<file path="config.mk">
export PLATFORM = sky130hd
export DESIGN_NAME = ctx_tag_crc8
export DESIGN_NICKNAME = d
export VERILOG_FILES = /design/src/rtl/ctx_tag_pkg.sv /design/src/rtl/crc8_par.sv /design/src/rtl/tag_unit.sv /design/src/rtl/rsp_stage.sv /design/src/rtl/ctx_tag_crc8.sv
export SDC_FILE = /design/constraint.sdc
export NUM_CORES = 1
export LEC_CHECK = 0
export ABC_AREA = 1
export BUFFER_PORTS_ARGS = -buffer_cell sky130_fd_sc_hd__buf_4
export CORE_UTILIZATION = 35
export CTS_CLUSTER_DIAMETER = 80
export DETAILED_ROUTE_END_ITERATION = 7
export PLACE_DENSITY = 0.57
export SLEW_MARGIN = 5
export SYNTH_ARGS = -nofsm -noshare
export SYNTH_HDL_FRONTEND = slang
export SYNTH_SLANG_ARGS = --single-unit
export TNS_END_PERCENT = 50
</file>
<file path="constraint.sdc">
create_clock -name clk_i -period 1.5 [get_ports clk_i]
set_clock_uncertainty 0.2 [all_clocks]
set_input_delay 0.3 -clock clk_i [delete_from_list [all_inputs] [get_ports clk_i]]
set_output_delay 0.3 -clock clk_i [all_outputs]
set_load 0.05 [all_outputs]
</file>
<file path="src/rtl/ctx_tag_pkg.sv">
package ctx_tag_pkg;
  localparam int CID_W   = 24;
  localparam int FIELD_W = 4;
  localparam int TAG_W   = 8;
  localparam int WORD_W  = CID_W + 2 * FIELD_W;

  localparam logic [TAG_W-1:0] CRC_POLY = 8'h07;
  localparam logic [TAG_W-1:0] CRC_SEED = 8'hFF;

  // aggregation context regions
  localparam logic [FIELD_W-1:0] AGG_REGION_LO = 4'd2;
  localparam logic [FIELD_W-1:0] AGG_REGION_HI = 4'd4;

  typedef enum logic [1:0] {
    TAG_GEN   = 2'd0,
    TAG_CHECK = 2'd1,
    TAG_INVAL = 2'd2,
    TAG_RSVD  = 2'd3
  } tag_op_e;

  typedef struct packed {
    logic [TAG_W-1:0] tag;
    logic             match;
  } tag_rsp_t;
endpackage

</file>
<file path="src/rtl/crc8_par.sv">
module crc8_par #(
  parameter int              DW   = 32,
  parameter int              CW   = 8,
  parameter logic [CW-1:0]   POLY = 8'h07
) (
  input  logic [DW-1:0] data_i,
  input  logic [CW-1:0] seed_i,
  output logic [CW-1:0] crc_o
);
  // bit-serial reference, MSB of data first; used only to derive masks
  function automatic logic [CW-1:0] step_f(input logic [DW-1:0] d, input logic [CW-1:0] c);
    logic [CW-1:0] r;
    logic          fb;
    r = c;
    for (int i = DW - 1; i >= 0; i--) begin
      fb = r[CW-1] ^ d[i];
      r  = {r[CW-2:0], 1'b0} ^ (fb ? POLY : {CW{1'b0}});
    end
    return r;
  endfunction

  function automatic logic [DW-1:0] dmask_f(input int j);
    logic [CW-1:0] r;
    logic [DW-1:0] m;
    m = '0;
    for (int i = 0; i < DW; i++) begin
      r    = step_f(DW'(1) << i, {CW{1'b0}});
      m[i] = r[j];
    end
    return m;
  endfunction

  function automatic logic [CW-1:0] cmask_f(input int j);
    logic [CW-1:0] r;
    logic [CW-1:0] m;
    m = '0;
    for (int i = 0; i < CW; i++) begin
      r    = step_f({DW{1'b0}}, CW'(1) << i);
      m[i] = r[j];
    end
    return m;
  endfunction

  for (genvar j = 0; j < CW; j++) begin : g_bit
    localparam logic [DW-1:0] DMASK = dmask_f(j);
    localparam logic [CW-1:0] CMASK = cmask_f(j);
    assign crc_o[j] = (^(data_i & DMASK)) ^ (^(seed_i & CMASK));
  end
endmodule

</file>
<file path="src/rtl/tag_unit.sv">
module tag_unit
  import ctx_tag_pkg::*;
#(
  parameter int TW = 8
) (
  input  tag_op_e       op_i,
  input  logic [TW-1:0] crc_i,
  input  logic [TW-1:0] stored_i,
  output logic [TW-1:0] tag_o,
  output logic          match_o
);
  localparam int VB = TW - 1;

  logic [TW-1:0] fresh;

  assign fresh = {1'b1, crc_i[VB-1:0]};

  always_comb begin
    unique case (op_i)
      TAG_INVAL: tag_o = {1'b0, stored_i[VB-1:0]};
      default:   tag_o = fresh;
    endcase
  end

  assign match_o = stored_i[VB] && (stored_i[VB-1:0] == crc_i[VB-1:0]);
endmodule

</file>
<file path="src/rtl/rsp_stage.sv">
module rsp_stage #(
  parameter int PW = 9
) (
  input  logic          clk_i,
  input  logic          rst_ni,
  input  logic          in_valid_i,
  output logic          in_ready_o,
  input  logic [PW-1:0] in_data_i,
  output logic          out_valid_o,
  input  logic          out_ready_i,
  output logic [PW-1:0] out_data_o
);
  logic          vld_q;
  logic [PW-1:0] dat_q;

  assign in_ready_o = !vld_q || out_ready_i;

  always_ff @(posedge clk_i or negedge rst_ni) begin
    if (!rst_ni) begin
      vld_q <= 1'b0;
      dat_q <= '0;
    end else if (in_valid_i && in_ready_o) begin
      vld_q <= 1'b1;
      dat_q <= in_data_i;
    end else if (out_ready_i) begin
      vld_q <= 1'b0;
    end
  end

  assign out_valid_o = vld_q;
  assign out_data_o  = dat_q;
endmodule

</file>
<file path="src/rtl/ctx_tag_crc8.sv">
module ctx_tag_crc8
  import ctx_tag_pkg::*;
(
  input  logic               clk_i,
  input  logic               rst_ni,
  input  logic               req_valid_i,
  output logic               req_ready_o,
  input  logic [1:0]         req_op_i,
  input  logic [CID_W-1:0]   req_cid_i,
  input  logic [FIELD_W-1:0] req_region_i,
  input  logic [FIELD_W-1:0] req_type_i,
  input  logic [TAG_W-1:0]   req_tag_i,
  output logic               rsp_valid_o,
  input  logic               rsp_ready_i,
  output logic [TAG_W-1:0]   rsp_tag_o,
  output logic               rsp_match_o
);
  localparam int RSP_W = $bits(tag_rsp_t);

  logic [WORD_W-1:0] word;
  logic [TAG_W-1:0]  crc;
  tag_op_e           op;
  tag_rsp_t          rsp_d;
  tag_rsp_t          rsp_q;

  assign word = {req_cid_i, req_region_i, req_type_i};
  assign op   = tag_op_e'(req_op_i);

  crc8_par #(
    .DW   (WORD_W),
    .CW   (TAG_W),
    .POLY (CRC_POLY)
  ) u_crc (
    .data_i (word),
    .seed_i (CRC_SEED),
    .crc_o  (crc)
  );

  tag_unit #(
    .TW (TAG_W)
  ) u_tag (
    .op_i     (op),
    .crc_i    (crc),
    .stored_i (req_tag_i),
    .tag_o    (rsp_d.tag),
    .match_o  (rsp_d.match)
  );

  rsp_stage #(
    .PW (RSP_W)
  ) u_rsp (
    .clk_i       (clk_i),
    .rst_ni      (rst_ni),
    .in_valid_i  (req_valid_i),
    .in_ready_o  (req_ready_o),
    .in_data_i   (rsp_d),
    .out_valid_o (rsp_valid_o),
    .out_ready_i (rsp_ready_i),
    .out_data_o  (rsp_q)
  );

  assign rsp_tag_o   = rsp_q.tag;
  assign rsp_match_o = rsp_q.match;
endmodule

</file>
======== Word level (Yosys, flattened, before mapping) ========
Index checks and enable logic that the tools add are counted.
word-level totals
  bits in registers ....................... 10
  input bits .............................. 46
  output and inout bits ................... 11
  word-level logic and storage cells ...... 22
operators by class
  equal/unequal tests ..................... 2
  mux-type cells .......................... 3
  bitwise operators ....................... 3
  reduce and logical (&&, ||, !) cells .... 12
operators with widths
  cell                                  number
  32-bit parity                         7
  8-bit two-way mux                     1
  7-bit == test                         1
  1-bit NOT                             3
  2-bit == test, second input constant  1
  1-bit logical AND                     2
  1-bit two-way mux                     2
  2-bit nonzero test                    1
  1-bit zero test                       1
  1-bit logical OR                      1

======== Depth between registers and ports, before layout ========
  depth after elaboration ................. 4
  depth in mapped cells ................... 16
  mapped depth without buffers ............ 16

======== By module ========
A second synthesis with hierarchy kept.
unflattened totals
  cell total of the unflattened synthesis .. 598
  area total of the unflattened synthesis .. 2,836.5 sq um
by module, submodules not included
  module        instances  cells each  area an instance (sq um)  sequential area each (sq um)
  crc8_par      1          496         2,105.8                   0.0
  rsp_stage     1          43          464.2                     250.2
  tag_unit      1          58          262.8                     0.0
  ctx_tag_crc8  1          1           3.8                       0.0

======== Worst setup path after synthesis ========
No wires, ideal clock.
  path kind ............................... register -> register
  from .................................... register u_rsp.vld_q (netlist: u_rsp.out_valid_o)
  to ...................................... register u_rsp.dat_q[6] (netlist: u_rsp.out_data_o[6])
  setup time .............................. 0.138 ns
  arrival ................................. 1.834 ns
  data required time ...................... 1.162 ns
  setup slack ............................. -0.672 ns
  stages on the path, launching flop included .. 7
  buffers on the path ..................... 1
  period minus slack after synthesis ...... 2.172 ns
  path through ............................ dfrtp_1 nand2_1 nand2_1 clkbuf_1 nor2_1 inv_1 o221ai_1
between the ends
  longest elaborated chain between the ends .. 3
RTL lines
  item                    line               source
  from (decl)             rsp_stage.sv:13    logic vld_q;
  from (signal assigned)  rsp_stage.sv:20    vld_q <= 1'b0;
  from (signal assigned)  rsp_stage.sv:23    vld_q <= 1'b1;
  from (signal assigned)  rsp_stage.sv:26    vld_q <= 1'b0;
  1-bit zero test         rsp_stage.sv:16    assign in_ready_o = !vld_q || out_ready_i;
  1-bit logical OR        rsp_stage.sv:16
  via req_ready_o         ctx_tag_crc8.sv:7  output logic req_ready_o,
  1-bit logical AND       rsp_stage.sv:22    end else if (in_valid_i && in_ready_o) begin
  to (signal assigned)    rsp_stage.sv:24    dat_q <= in_data_i;
  to (decl)               rsp_stage.sv:14    logic [PW-1:0] dat_q;
The timed path passes the listed nets, and every way through them passes these cells.
A chain may end at the register's enable or synchronous reset.

======== Worst setup path after layout ========
  from .................................... input port req_cid_i[20]
  to ...................................... register u_rsp.dat_q[0] (netlist: u_rsp.out_data_o[0])
between the ends
  longest elaborated chain between the ends .. 4
  elaborated cells between the ends (all ways) .. 9
  classes of those cells .................. eq/ne (1); bitwise (2); reduce/logical (6)
RTL lines
  item                        line               source
  from (decl)                 ctx_tag_crc8.sv:9  input logic [CID_W-1:0] req_cid_i,
  32-bit parity               crc8_par.sv:47     assign crc_o[j] = (^(data_i & DMASK)) ^ (^(seed_i & CMASK));
  1-bit NOT (no source line)  n/a
  7-bit == test (*)           tag_unit.sv:25     assign match_o = stored_i[VB] && (stored_i[VB-1:0] == crc_i[VB-1:0]);
  1-bit logical AND (*)       tag_unit.sv:25
Mark *: on every way between the ends. The rest lies on a longest branch, timed or not.

==> run_results.csv <==
group,metric,value,unit
critical_path,cp_top_family,"simple AND/OR/NAND/NOR gates",
cts,clock_tree.buffer_depth,2,
cts,htree_levels,1,
sta,setup_ws,-0.144,ns
sta,maxSlewHeadroom,73.5,%
grt,grt.total_usage,20.6,%
grt,globalRouteOverflowTotal,0,
routing,routed-via-count,2978,
floorplanning,row_cnt,28,
cts,clkSlewWorstSetupHoldPaths,0.05,ns
floorplanning,floorplan.initialDensity,36.6,%
placement,place_worst_setup_slack,-0.401,ns
logic_synthesis,yosys.area_share.simple,67.4,%
cts,numClockSinks,10,
critical_path,worst-endpoint-required,1.47,ns
critical_path,cpPeakStageDelay,0.12,ns
pwr,total_power,2.34,mW
layout,final_design_area_excluding_fillers,0.00376,mm^2
sta,fmax,0.608,GHz
sta,worst_slew_pin_slew,0.396,ns
logic_synthesis,yosysWarnings,0,
critical_path,worstPathBufferInverterCount,3,
sta,slew_viol_final,0,
logic_synthesis,synth.net_count,508,
logic_synthesis,seq_area_frac_synth,11.5,%
sta,finalSetupViolCount,2,
floorplanning,die_area,0.00655,mm^2
placement,dp_wirelength,5450,um
floorplanning,num_io_pins,57,
cts,tritoncts,"yes",
logic_synthesis,synth-adder-area-share,0,%
logic_synthesis,yosys.cell_types.count,20,
logic_synthesis,syn_inst,462,
logic_synthesis,synth.area.mux_share,0,%
logic_synthesis,synthDominantCellAreaShare,47.4,%
hold_path,hold_class,"in2reg",
grt,grt_max_degree,11,
layout,fin_nets,604,
placement,final_weighted_congestion_in_routability_driven_placement,0.803,
pwr,power_leakage,2.18,nW
grt,antenna_violations_before_repair,0,
sta,hold_vio_cnt_final,0,
layout,regArea,251,um^2
logic_synthesis,post_synth_xor_area_fraction,5.63,%
sta,grt_setup_unrepaired,"yes",
logic_synthesis,netlist.top_cell.by_area,"nand2_1",
routing,drt_first_iter_violations,80,
grt,grt_pass1_wl,10900,um
logic_synthesis,synthesis.area_per_instance,4.72,um^2
critical_path,worstSetupPathType,"in2reg",
layout,layout.filler_cells,579,
layout,antenna_cells,0,
layout,final_core_utilization,63.1,%
layout,final_layout_size_suffix_gt1_share,48.3,%
critical_path,timing.critical_path.to_type,"flop",
sta,setup_total_negative_slack,-0.204,ns
critical_path,cp_num_cells,16,
layout,instances_no_fill,632,
sta,fin_crit_sh,110,%
routing,drc,0,
run_status,failed_checks,"negative setup slack",
floorplanning,fp.dieH,80.9,um
placement,postPlaceCellArea,0.00297,mm^2
routing,post_drt_wl_per_cell,11.0,um
pwr,power_density,622,mW/mm^2
logic_synthesis,synth_top_cells_by_area,"nand2_1 (47%), nand3_1 (12%), dfrtp_1 (11%)",
critical_path,crit_path_cell_trace,"buf_12 > inv_8 > nand2_4 > nand2_4 > nand2_2 > nand2_2 > nand2_4 > buf_6 > nand3_2 > nand2_1 > nand2_1 > nand3_1 > nand2_1 > nor2_1 > nand2_1 > o21bai_2",
flow_run,cap_viol_max_count,0,
logic_synthesis,combinational_family_with_the_most_area_after_synthesis,"simple AND/OR/NAND/NOR gates",
pwr,peakVddDrop,0.594,mV
routing,totalWireLength,6960,um
cts,worst_skew_pair.late_latency,0.24,ns
cts,tritoncts.num_buffers,3,
hold_path,timing.hold.worst_path_depth,3,
placement,port_buffers,56,
layout,synthToLayoutAreaGrowth,72.4,%
routing,drtPass1Iterations,4,
cts,cts_root_buf,"clkbuf_8",
layout,multi_input_comb_area,0.00226,mm^2
sta,hold-worst-slack,0.117,ns
critical_path,ff2ff_path_depth,6,
critical_path,cp_max_fo,5,
critical_path,worst_setup_path_start_kind,"input pin",
routing,detail-route-antenna-nets,0,
floorplanning,floorplan.die.width,80.9,um
run_status,outcome,"finished, violations left",
grt,vias_in_the_first_global_route,2575,
critical_path,cpMostUsedCell,"nand2_1",
logic_synthesis,number_of_storage_elements_in_the_synthesis_netlist,10,
critical_path,critPathArrivalTime,1.61,ns
logic_synthesis,synth-compound-area-share,3.90,%
sta,timing.final.crit_period,1.64,ns
logic_synthesis,mappedNetlistArea,0.00218,mm^2
floorplanning,design.core.area,0.00596,mm^2
placement,dp_cells,623,
routing,routed_via_density,4.71,
critical_path,worst_path_max_delay_cell,"buf_12",
## power by group
part,total [mW],internal [mW],switching (mW),leakage [nW]
logic,1.69,0.682,1.01,2.04
clock network,0.293,0.186,0.107,0.0228
registers,0.354,0.323,0.0310,0.122
total,2.34,1.19,1.15,2.18
## kinds of logic after synthesis
group / count (synthesis)
simple gates: 360
buf+inv: 66
xor+xnor: 14
compound gates: 12
flops: 10
## registers in the layout, indices dropped and copies added (netlist names)
register and cells:
u_rsp.out_valid_o 1, u_rsp.out_data_o 9
## cell usage in the layout, fill, tap and decap left out, types with 2 or more instances in the layout
master and instances:
a22oi_1 2, buf_12 2, buf_4 72, buf_6 15, buf_8 4, clkbuf_8 3, dfrtp_1 9, inv_1 31
inv_2 17, inv_4 12, inv_6 2, nand2_1 183, nand2_2 81, nand2_4 26, nand3_1 33, nand3_2 18
nand4_1 2, nor2_1 12, o211ai_1 4, o21ai_1 3, xnor2_1 3, xnor2_4 3, xor2_1 2, xor2_2 5
## Yosys cell counts (all sizes together)
library cell,n
nor2,14
o211ai,4
o21ai,4
nand3,52
inv,63
nand4,2
o221ai,1
xor2,7
a22oi,2
nand2,291
dfrtp,10
or2,1
buf,2
xnor2,7
clkbuf,1
o21bai,1
## per-layer routing
metal  vias to the layer above  part of all wire, %  track usage [%]
li1                       1601                    -                -
met1                      1312                   46             27.4
met2                        58                   50             37.6
met3                         7                  3.1            0.899
met4                         0                 0.80             2.32
met5                         -                    0                0
## worst reg2reg max path: stages, from the launching register on
cell and delay (ns):
dfrtp_2 0.44, nand2_8 0.08, nand2_4 0.08, inv_2 0.10
nand2_4 0.05, buf_4 0.16, o221ai_1 0.18
## what timing repair did
item | in CTS | in global routing
endpoints found under the hold margin | 10 | 0
resized for setup | 99 | 119
hold buffers | 1 | 0
pin swaps | 61 | 75
setup endpoints to repair | 6 | 8
buffers inserted | 2 | 3
## worst paths after layout
path / startpoint / end / slack [ns]
min reg2reg: u_rsp.out_data_o[8]$_DFFE_PN0P_ / u_rsp.out_data_o[8]$_DFFE_PN0P_ / 0.30
min in group asynchronous: rst_ni / u_rsp.out_data_o[0]$_DFFE_PN0P_ / 0.23
max in group asynchronous: rst_ni / u_rsp.out_valid_o$_DFFE_PN0P_ / 0.72
max: req_cid_i[20] / u_rsp.out_data_o[0]$_DFFE_PN0P_ / -0.14
min: req_valid_i / u_rsp.out_valid_o$_DFFE_PN0P_ / 0.12
max reg2reg: u_rsp.out_valid_o$_DFFE_PN0P_ / u_rsp.out_data_o[6]$_DFFE_PN0P_ / 0.13
## area by class of cell
type / count / share of cell area, %
inverter: 63 / 7.56
multi-input combinational: 386 / 60.2
tap: 75 / 2.50
timing repair buffer: 94 / 21.8
clock buffer: 4 / 1.20
sequential: 10 / 6.69
(Power assumes the default switching activity.)
